### config.mk
export PLATFORM = sky130hd
export DESIGN_NAME = fw_record_loader
export DESIGN_NICKNAME = d
export VERILOG_FILES = /design/src/rtl/fwl_pkg.sv /design/src/rtl/fwl_len_track.sv /design/src/rtl/fwl_hdr_collect.sv /design/src/rtl/fwl_byte_writer.sv /design/src/rtl/fwl_bringup.sv /design/src/rtl/fw_record_loader.sv
export SDC_FILE = /design/constraint.sdc
export NUM_CORES = 1
export LEC_CHECK = 0
export ABC_AREA = 1
export BUFFER_PORTS_ARGS = -buffer_cell sky130_fd_sc_hd__buf_4
export CAP_MARGIN = 20
export CORE_AREA = 2 2 198 122
export CTS_CLUSTER_SIZE = 14
export DETAILED_ROUTE_END_ITERATION = 10
export DIE_AREA = 0 0 200 124
export RECOVER_POWER = 50
export SYNTH_ARGS = -nofsm -noshare
export SYNTH_HDL_FRONTEND = slang
export SYNTH_SLANG_ARGS = --single-unit
### constraint.sdc
create_clock -name clk -period 3.8 [get_ports clk]
set_input_delay 0.38 -clock clk [delete_from_list [all_inputs] [get_ports clk]]
set_output_delay 0.38 -clock clk [all_outputs]
set_load 0.02 [all_outputs]
### src/rtl/fwl_pkg.sv
package fwl_pkg;

    localparam int HDR_BYTES = 6;
    localparam int CNT_W     = 16;
    localparam int DST_W     = 32;

    typedef enum logic [2:0] {
        ST_IDLE,
        ST_CHK,
        ST_HDR,
        ST_DATA,
        ST_BRING,
        ST_WAIT,
        ST_OK,
        ST_FAIL
    } ld_state_t;

    typedef enum logic [1:0] {
        FAIL_NONE,
        FAIL_FORMAT,
        FAIL_TIMEOUT
    } fail_t;

    typedef struct packed {
        logic             we;
        logic [DST_W-3:0] word;
        logic [1:0]       lane;
        logic [7:0]       data;
    } mem_wr_t;

    function automatic logic [DST_W-3:0] word_of(input logic [DST_W-1:0] a);
        return a[DST_W-1:2];
    endfunction

    function automatic logic [1:0] lane_of(input logic [DST_W-1:0] a);
        return a[1:0];
    endfunction

endpackage

### src/rtl/fwl_len_track.sv
module fwl_len_track #(
    parameter int LEN_W = 16
) (
    input  logic             clk,
    input  logic             rst,
    input  logic             load,
    input  logic [LEN_W-1:0] total,
    input  logic             dec,
    output logic [LEN_W-1:0] rem,
    output logic             is_zero,
    output logic             lt_hdr
);
    import fwl_pkg::*;

    always_ff @(posedge clk) begin
        if (rst)       rem <= '0;
        else if (load) rem <= total;
        else if (dec)  rem <= rem - 1'b1;
    end

    assign is_zero = (rem == '0);
    assign lt_hdr  = (32'(rem) < HDR_BYTES);

endmodule

### src/rtl/fwl_hdr_collect.sv
module fwl_hdr_collect (
    input  logic                        clk,
    input  logic                        rst,
    input  logic                        clear,
    input  logic                        take,
    input  logic [7:0]                  byte_in,
    output logic                        hdr_done,
    output logic [fwl_pkg::DST_W-1:0]   dest,
    output logic [fwl_pkg::CNT_W-1:0]   count
);
    import fwl_pkg::*;

    localparam int IDX_W = $clog2(HDR_BYTES);
    localparam int KEEP  = HDR_BYTES - 1;

    logic [IDX_W-1:0] idx;
    logic [7:0]       hb [KEEP];

    always_ff @(posedge clk) begin
        if (rst || clear) begin
            idx <= '0;
        end else if (take) begin
            idx <= (idx == IDX_W'(HDR_BYTES - 1)) ? '0 : idx + 1'b1;
        end
    end

    always_ff @(posedge clk) begin
        if (rst) begin
            for (int i = 0; i < KEEP; i++) hb[i] <= '0;
        end else begin
            for (int i = 0; i < KEEP; i++)
                if (take && idx == IDX_W'(i)) hb[i] <= byte_in;
        end
    end

    assign hdr_done = take && (idx == IDX_W'(HDR_BYTES - 1));
    assign dest     = {hb[3], hb[2], hb[1], hb[0]};
    assign count    = {byte_in, hb[4]};

endmodule

### src/rtl/fwl_byte_writer.sv
module fwl_byte_writer (
    input  logic                      clk,
    input  logic                      rst,
    input  logic                      load,
    input  logic [fwl_pkg::DST_W-1:0] dest_in,
    input  logic [fwl_pkg::CNT_W-1:0] cnt_in,
    input  logic                      wr,
    input  logic [7:0]                data,
    output fwl_pkg::mem_wr_t          port,
    output logic                      last
);
    import fwl_pkg::*;

    logic [DST_W-1:0] cur;
    logic [CNT_W-1:0] cnt;

    always_ff @(posedge clk) begin
        if (rst) begin
            cur <= '0;
            cnt <= '0;
        end else if (load) begin
            cur <= dest_in;
            cnt <= cnt_in;
        end else if (wr) begin
            cur <= cur + 1'b1;
            cnt <= cnt - 1'b1;
        end
    end

    always_comb begin
        port.we   = wr;
        port.word = word_of(cur);
        port.lane = lane_of(cur);
        port.data = data;
    end

    assign last = (cnt == CNT_W'(1));


    write_has_budget_chk: assert property (@(posedge clk) disable iff (rst)
        wr |-> (cnt != '0));

endmodule

### src/rtl/fwl_bringup.sv
module fwl_bringup #(
    parameter int TIMEOUT_CYC = 1_250_000_000
) (
    input  logic clk,
    input  logic rst,
    input  logic arm,
    input  logic go,
    input  logic init_done,
    output logic irq_en,
    output logic core_rst,
    output logic standby_ok,
    output logic seen,
    output logic timed_out
);
    localparam int TMR_W = $clog2(TIMEOUT_CYC + 1);

    logic [TMR_W-1:0] timer;
    logic             waiting;

    always_ff @(posedge clk) begin
        if (rst || arm) begin
            irq_en     <= 1'b0;
            core_rst   <= 1'b1;
            standby_ok <= 1'b0;
            seen       <= 1'b0;
            timed_out  <= 1'b0;
            waiting    <= 1'b0;
            timer      <= '0;
        end else if (go) begin
            irq_en     <= 1'b1;
            core_rst   <= 1'b0;
            standby_ok <= 1'b1;
            waiting    <= 1'b1;
            timer      <= '0;
        end else if (waiting) begin
            if (init_done) begin
                seen    <= 1'b1;
                waiting <= 1'b0;
            end else if (timer == TMR_W'(TIMEOUT_CYC - 1)) begin
                timed_out <= 1'b1;
                waiting   <= 1'b0;
            end else begin
                timer <= timer + 1'b1;
            end
        end
    end


    bringup_together_chk: assert property (@(posedge clk) disable iff (rst)
        $rose(irq_en) |-> (!core_rst && standby_ok));


    timeout_without_done_chk: assert property (@(posedge clk) disable iff (rst)
        $rose(timed_out) |-> !$past(init_done));

endmodule

### src/rtl/fw_record_loader.sv
module fw_record_loader #(
    parameter int LEN_W       = 16,
    parameter int TIMEOUT_CYC = 1_250_000_000
) (
    input  logic             clk,
    input  logic             rst,
    input  logic             start,
    input  logic [LEN_W-1:0] image_len,
    input  logic [7:0]       in_data,
    input  logic             in_valid,
    output logic             in_ready,
    output logic             mem_we,
    output logic [29:0]      mem_word,
    output logic [1:0]       mem_lane,
    output logic [7:0]       mem_wdata,
    output logic             irq_enable,
    output logic             core_reset,
    output logic             allow_standby,
    input  logic             init_done,
    output logic             busy,
    output logic             done_ok,
    output logic             err_format,
    output logic             err_timeout
);
    import fwl_pkg::*;

    localparam int CMP_W = (LEN_W > CNT_W) ? LEN_W : CNT_W;

    ld_state_t        state;
    fail_t            fail;
    logic             accept, start_ok, hdr_take, wr_load, wr_go, go;
    logic [LEN_W-1:0] rem;
    logic             rem_zero, rem_short;
    logic             hdr_done, too_long, rec_empty, last_byte;
    logic [DST_W-1:0] hdr_dest;
    logic [CNT_W-1:0] hdr_cnt;
    logic [CMP_W-1:0] rem_after;
    logic             seen, timed_out;
    mem_wr_t          wport;

    assign in_ready  = (state == ST_HDR) || (state == ST_DATA);
    assign accept    = in_valid && in_ready;
    assign start_ok  = start && (state == ST_IDLE || state == ST_OK || state == ST_FAIL);
    assign hdr_take  = accept && (state == ST_HDR);
    assign wr_go     = accept && (state == ST_DATA);
    assign rem_after = CMP_W'(rem) - 1'b1;
    assign too_long  = CMP_W'(hdr_cnt) > rem_after;
    assign rec_empty = (hdr_cnt == '0);
    assign wr_load   = hdr_done && !too_long && !rec_empty;
    assign go        = (state == ST_BRING);

    fwl_len_track #(.LEN_W(LEN_W)) u_len (
        .clk(clk), .rst(rst), .load(start_ok), .total(image_len), .dec(accept),
        .rem(rem), .is_zero(rem_zero), .lt_hdr(rem_short)
    );

    fwl_hdr_collect u_hdr (
        .clk(clk), .rst(rst), .clear(start_ok), .take(hdr_take), .byte_in(in_data),
        .hdr_done(hdr_done), .dest(hdr_dest), .count(hdr_cnt)
    );

    fwl_byte_writer u_wr (
        .clk(clk), .rst(rst), .load(wr_load), .dest_in(hdr_dest), .cnt_in(hdr_cnt),
        .wr(wr_go), .data(in_data), .port(wport), .last(last_byte)
    );

    fwl_bringup #(.TIMEOUT_CYC(TIMEOUT_CYC)) u_bring (
        .clk(clk), .rst(rst), .arm(start_ok), .go(go), .init_done(init_done),
        .irq_en(irq_enable), .core_rst(core_reset), .standby_ok(allow_standby),
        .seen(seen), .timed_out(timed_out)
    );

    always_ff @(posedge clk) begin
        if (rst) begin
            state <= ST_IDLE;
            fail  <= FAIL_NONE;
        end else if (start_ok) begin
            state <= ST_CHK;
            fail  <= FAIL_NONE;
        end else begin
            case (state)
                ST_CHK: begin
                    if (rem_zero) begin
                        state <= ST_BRING;
                    end else if (rem_short) begin
                        state <= ST_FAIL;
                        fail  <= FAIL_FORMAT;
                    end else begin
                        state <= ST_HDR;
                    end
                end
                ST_HDR: begin
                    if (hdr_done) begin
                        if (too_long) begin
                            state <= ST_FAIL;
                            fail  <= FAIL_FORMAT;
                        end else if (rec_empty) begin
                            state <= ST_CHK;
                        end else begin
                            state <= ST_DATA;
                        end
                    end
                end
                ST_DATA:  if (wr_go && last_byte) state <= ST_CHK;
                ST_BRING: state <= ST_WAIT;
                ST_WAIT: begin
                    if (seen) begin
                        state <= ST_OK;
                    end else if (timed_out) begin
                        state <= ST_FAIL;
                        fail  <= FAIL_TIMEOUT;
                    end
                end
                default: state <= state;
            endcase
        end
    end

    assign mem_we      = wport.we;
    assign mem_word    = wport.word;
    assign mem_lane    = wport.lane;
    assign mem_wdata   = wport.data;
    assign busy        = !(state == ST_IDLE || state == ST_OK || state == ST_FAIL);
    assign done_ok     = (state == ST_OK);
    assign err_format  = (fail == FAIL_FORMAT);
    assign err_timeout = (fail == FAIL_TIMEOUT);


    single_result_chk: assert property (@(posedge clk) disable iff (rst)
        $onehot0({done_ok, err_format, err_timeout}));


    quiet_after_error_chk: assert property (@(posedge clk) disable iff (rst)
        (err_format || err_timeout) |-> (!mem_we && !in_ready));


    format_error_from_load_chk: assert property (@(posedge clk) disable iff (rst)
        $rose(err_format) |-> $past(busy));

endmodule

# Word level (Yosys, flattened, before mapping)
# Memory sizes are Yosys's and may differ from the RTL's.
# Index checks and enable logic that the tools add are counted.
word_totals:
  register_bits: 108
  ram_bits: 40
  inputBits: 29
  output_inout_bits: 49
  elab_cells: 143
  mem_count: 1
op_classes:
  n_addsub: 5
  n_lt_le_gt_ge: 2
  eq_ne: 27
  n_mux: 50
  bitwise: 8
  reduce_logical: 37
memory_table:
  columns: ["memory", "depth", "word_bits", "rd", "rd_ports_with_merged_regs", "wr", "line", "text"]
  rows:
  - ["u_hdr.hb", 5, 8, 5, 0, 5, "fwl_hdr_collect.sv:17", "logic [7:0] hb [KEEP];"]
op_table:
  columns: ["operator", "count"]
  rows:
  - ["two-way mux 16 bit", 4]
  - ["two-way mux 32 bit", 2]
  - ["two-way mux 8 bit", 5]
  - ["adder 32 x 1 -> 32 bit (second input constant)", 1]
  - ["logical NOT 16 bit", 2]
  - ["subtractor 16 x 1 -> 16 bit (second input constant)", 2]
  - ["adder 31 x 1 -> 31 bit (second input constant)", 1]
  - ["equality test 31 bit (second input constant)", 1]
  - ["two-way mux 3 bit", 8]
  - ["two-way mux 1 bit", 22]
  - ["equality test 3 bit (second input constant)", 6]
  - ["equality test 16 x 1 -> 1 bit (second input constant)", 1]
  - ["> comparator 16 bit", 1]
  - ["less-than comparator 16 x 3 -> 1 bit (second input constant)", 1]
  - ["case mux 3 bit (5 select lines)", 1]
  - ["two-way mux 2 bit", 7]
  - ["logical AND 1 bit", 13]
  - ["equality test 3 x 2 -> 1 bit (second input constant)", 4]
  - ["AND reduction 4 bit", 3]
  - ["inequality test 2 bit (second input constant)", 5]
  - ["AND reduction 7 bit", 1]
  - ["equality test 3 x 1 -> 1 bit (second input constant)", 2]
  - ["logical NOT 3 bit", 2]
  - ["inequality test 3 x 1 -> 1 bit (second input constant)", 2]
  - ["other kinds (17)", 32]

# Longest topological paths before layout
logic_depth:
  ltp_word: 9
  mapped_depth: 22
  mapped_depth_nobuf: 21

# By module
# A second synthesis with hierarchy kept.
unflattened:
  hier_cells: 1409
  area_unflattened_um2: 9501.6
by_module_without_submodules:
  columns: ["module", "instances", "cells_per_inst", "area_each_um2", "seq_area_each_um2"]
  rows:
  - ["fwl_byte_writer", 1, 533, 3342.0, 960.9]
  - ["fwl_bringup", 1, 416, 2348.5, 720.7]
  - ["fwl_hdr_collect", 1, 103, 1584.0, 1261.2]
  - ["fw_record_loader", 1, 192, 1168.6, 100.1]
  - ["fwl_len_track", 1, 165, 1058.5, 320.3]

# Worst setup path before layout
# No wires, ideal clock.
synth_path:
  path_type: "register -> register"
  from: "register u_len.rem[0]"
  to: "register u_wr.cur[15]"
  setup_time_ns: 0.117
  arrival_ns: 2.661
  required_ns: 3.683
  path_slack_ns: 1.022
  path_stages_with_launch: 19
  path_buffers: 1
  synth_period_minus_slack_ns: 2.778
  cell_sequence: "dfxtp_1 inv_1 ha_1 nand2_1 nor2_1 nand3_1 o21ai_0 inv_1 ha_1 nand2_1 nor3_1 nand2_1 nand2_1 nand2_1 nand2_2 buf_2 o21ai_0 a21oi_1 nor2_1"
synth_between:
  elab_chain_cells: 6
  elab_cells_between_ends: 7
  classes_between: "1 x add/sub; 1 x order compare; 1 x mux; 4 x reduce/logical"
synth_lines:
  columns: ["item", "line", "text"]
  rows:
  - ["start, declared", "fwl_len_track.sv:9", "output logic [LEN_W-1:0] rem,"]
  - ["start signal, assigned", "fwl_len_track.sv:17", "else if (load) rem <= total;"]
  - ["start signal, assigned", "fwl_len_track.sv:18", "else if (dec) rem <= rem - 1'b1;"]
  - ["subtractor 16 x 1 -> 16 bit (*)", "fw_record_loader.sv:46", "assign rem_after = CMP_W'(rem) - 1'b1;"]
  - ["> comparator 16 bit (*)", "fw_record_loader.sv:47", "assign too_long = CMP_W'(hdr_cnt) > rem_after;"]
  - ["logical NOT 1 bit (*)", "fw_record_loader.sv:49", "assign wr_load = hdr_done && !too_long && !rec_empty;"]
  - ["logical AND 1 bit (*) (2 in series)", "fw_record_loader.sv:49", null]
  - ["two-way mux 32 bit / nonzero test 2 bit (equally long branches)", null, null]
  - ["end signal, assigned", "fwl_byte_writer.sv:22", "cur <= dest_in;"]
  - ["end signal, assigned", "fwl_byte_writer.sv:25", "cur <= cur + 1'b1;"]
  - ["end, declared", "fwl_byte_writer.sv:14", "logic [DST_W-1:0] cur;"]
# Mark *: on every way between the ends. The rest lies on a longest branch, timed or not.
# A chain may end at the register's enable or synchronous reset.

# Final worst setup path
layout_path:
  from: "register u_len.rem[2]"
  to: "register u_wr.cur[23]"
# Same word-level chain as after synthesis.

==> impl_metrics.json <==
{
  "status": "completed",
  "cap_violations": 0,
  "critPathLaunchType": "flop",
  "vias": 8523,
  "drcViolationCount": 0,
  "cp-startpoint": "u_len.rem[2]$_SDFFE_PP0P_",
  "grt_pass1_wl_mm": 42.3,
  "synth_mux_area_share_pct": 0,
  "insertion_delay_ps": 430,
  "drtAntennaViolNets": 0,
  "fmax_ghz": 0.299,
  "cts_buffers": 17,
  "cp-endpoint": "u_wr.cur[23]$_SDFFE_PP0P_",
  "start_util_pct": 39.8,
  "skew_ps": 10.6,
  "wire_per_inst_um": 16.5,
  "grt.total_usage_pct": 22.5,
  "io_pins": 78,
  "synthesis.instances": 1274,
  "holdPathStages": 3,
  "fin_total_pwr_w": 0.00521,
  "p_leak_nw": 4.14,
  "crit_type": "reg2reg",
  "critPathCaptureType": "flop",
  "arrival_ps": 3670,
  "cts_tree": "done",
  "yosys.area_share.simple_pct": 33.3,
  "r2r_slack_ps": 460,
  "cts_sinks": 148,
  "rsz0062_at_grt": "false",
  "ctsHoldBuffers": 0,
  "post-cts-setup-buffers": 0,
  "syn_nets": 1328,
  "port_buffers": 77,
  "fin_crit_sh_pct": 87.9,
  "synthArstFlopShare_pct": 0,
  "reg2reg_depth": 19,
  "maxSlewHeadroom_pct": 32.7,
  "die_h_um": 124,
  "grt_overflow": 0,
  "cp.required_ps": 4130,
  "synth.distinct_cells": 46,
  "via_per_inst": 5.14,
  "hp-class": "in2reg",
  "die_area_um2": 24800,
  "finalCriticalPeriod_ps": 3340,
  "cts_max_path_buffers": 2,
  "hold_viol_final": 0,
  "drive_gt1_share_pct": 9.25,
  "wl_mm": 27.3,
  "drt_iter0_drc": 828,
  "power_density_nw_per_um2": 508,
  "peakVddDrop_uv": 359,
  "synth_top_family_by_area": "simple AND/OR/NAND/NOR gates",
  "finalNetCount": 1382,
  "worst_pin_slew_ps": 1010,
  "grt_pass1_vias": 7365,
  "synth-adder-area-share_pct": 3.44,
  "slew_violations": 0,
  "synthFlopType": "dfxtp_1",
  "totalNegativeSetupSlack_ps": 0,
  "ys_seq_elements": 148,
  "antenna_found_initial": 0,
  "gp_congestion": 0.923,
  "clk_pin_slew_ps": 60,
  "synth_compound_area_share_pct": 10.0,
  "synth_area_um2": 9100,
  "core_area_um2": 22900,
  "setup_violations": 0,
  "ys_warn_count": 0,
  "cts_root_buf": "clkbuf_16",
  "htreeDepth": 4,
  "worst_path_most_repeated_cell": "nand2_1",
  "post_synth_xor_area_fraction_pct": 6.16,
  "hpwl_mm": 20.3,
  "die_x_um": 200,
  "areaGrowthSynthToFinish_pct": 12.7,
  "r2r_end": "u_wr.cur[23]$_SDFFE_PP0P_",
  "crit_fanout": 62,
  "grt_max_degree": 63,
  "drt-pass1-iter-count": 6,
  "fillerInstances": 2370,
  "cp_slowest_cell": "dfxtp_1",
  "synth.avg_cell_area_um2": 7.15,
  "synth-edff-count": 40,
  "critPathMaxStageDelay_ps": 350,
  "path_cells": "nor2_1 > nand2_1 > nor2_1 > nand2_1 > nor2_1 > nand3_1 > xor2_1 > inv_1 > ha_1 > nand2_1 > nor3_1 > nand2_1 > nand2_1 > nand2_1 > nand2_2 > buf_12 > o21ai_0 > a21oi_1 > nor2_1",
  "ys_seq_area_share_pct": 36.9,
  "cts_resized": 0,
  "row_count": 43,
  "r2r_start": "u_len.rem[2]$_SDFFE_PP0P_"
}
registers in the layout, summed over array words and instances (netlist names):
signal	flops
fail	2
state	3
u_bring.core_rst	1
u_bring.irq_en	1
u_bring.seen	1
u_bring.timed_out	1
u_bring.timer	31
u_bring.waiting	1
u_hdr.hb	40
u_hdr.idx	3
u_len.rem	16
u_wr.cnt	16
u_wr.cur	32
layout by cell type, fill, tap and decap left out, drive strengths merged, types with 3 or more instances in the layout:
cell type,count
a21o,4
xor2,48
a31oi,10
or2,6
nor3,36
nor4,11
nor3b,3
ha,25
o21ai,44
clkbuf,71
dfxtp,108
a21oi,85
nand3b,6
buf,40
nand3,110
o221ai,4
nand2,336
nand4,31
bufinv,5
edfxtp,40
clkinv,5
nor2,129
xnor2,16
inv,160
cells by family after synthesis:
group / count (synthesis)
xor gates and xnor gates: 64
AOI/OAI and AO/OA: 152
and+or+nand+nor: 670
adders and majority gates: 25
buffers and inverters: 215
DFF: 148
worst min-delay path by stage:
stage	from	to	slack (ps)
after global placement	u_bring.timer[30]$_SDFFE_PP0P_	u_bring.timer[30]$_SDFFE_PP0P_	460
after global routing	image_len[7]	u_len.rem[7]$_SDFFE_PP0P_	220
after CTS	image_len[7]	u_len.rem[7]$_SDFFE_PP0P_	180
after floorplan	u_bring.timer[30]$_SDFFE_PP0P_	u_bring.timer[30]$_SDFFE_PP0P_	450
final	image_len[7]	u_len.rem[7]$_SDFFE_PP0P_	200
after detailed placement	u_bring.timer[30]$_SDFFE_PP0P_	u_bring.timer[30]$_SDFFE_PP0P_	470
critical path: cells and delay by family, from the launching register on:
kind                     cells  cell delay, ps
XOR/XNOR                     1             240
buffers and inverters        2             370
AND/OR/NAND/NOR             13            1670
AO/OA/AOI/OAI                2             270
flip-flops                   1             350
adder cells (fa/ha/maj)      1             310
cell usage after synthesis (10+ instances only):
cell type / instances / share of area, %
nand3_2: 10 / 1.1
a21oi_1: 65 / 3.6
a31oi_1: 10 / 0.69
nand3_1: 100 / 5.5
nand2_2: 11 / 0.76
clkbuf_1: 15 / 0.62
xnor2_1: 16 / 1.5
nor3_1: 33 / 1.8
edfxtp_1: 40 / 13
nand4_1: 30 / 2.1
inv_1: 154 / 6.3
a21oi_2: 20 / 1.9
buf_4: 14 / 1.2
xor2_1: 48 / 4.6
o21ai_0: 42 / 2.3
nor4_1: 11 / 0.76
nand2_1: 324 / 13
ha_1: 25 / 3.4
nor2_1: 125 / 5.2
buf_2: 14 / 0.77
dfxtp_1: 108 / 24
metrics by stage:
| stage | cell area (um2) | util, % | setup slack [ps] | hold slack, ps | cells |
|---|---|---|---|---|---|
| finish | 10300 | 44.9 | 460 | 199 | 1657 |
| global route | 10300 | 44.9 | 101 | 224 | 1656 |
| CTS | 10500 | 45.8 | 454 | 181 | 1656 |
| detailed placement | 9860 | 43.1 | 487 | 466 | 1624 |
| global placement | 9860 | 43.1 | 601 | 462 | 1624 |
| floorplan | 9100 | - | 1020 | 451 | 1274 |
per-layer routing:
layer	wire [um]	up-vias	track usage (%)
met4	140	0	4.26
met2	9920	306	27.2
met3	2340	14	4.93
met1	14900	3958	38.2
met5	0	-	0
li1	-	4245	-
cell type report:
cell class,instances,area (um2),share of cell area (%)
clock buffers,22,444,4.33
diodes,1,2.50,0.0244
clock inverters,10,181,1.77
well taps,315,394,3.84
flip-flops and latches,148,3360,32.8
multi-input cells,911,4780,46.5
repair buffers,89,497,4.84
inverters,161,606,5.90
power by group:
part           total (W)  internal [W]  switching (W)
Combinational    0.00157      0.000521        0.00105
Sequential       0.00179       0.00171      0.0000852
Clock            0.00185       0.00116       0.000685
Total            0.00521       0.00339        0.00182
(Power assumes the default switching activity.)
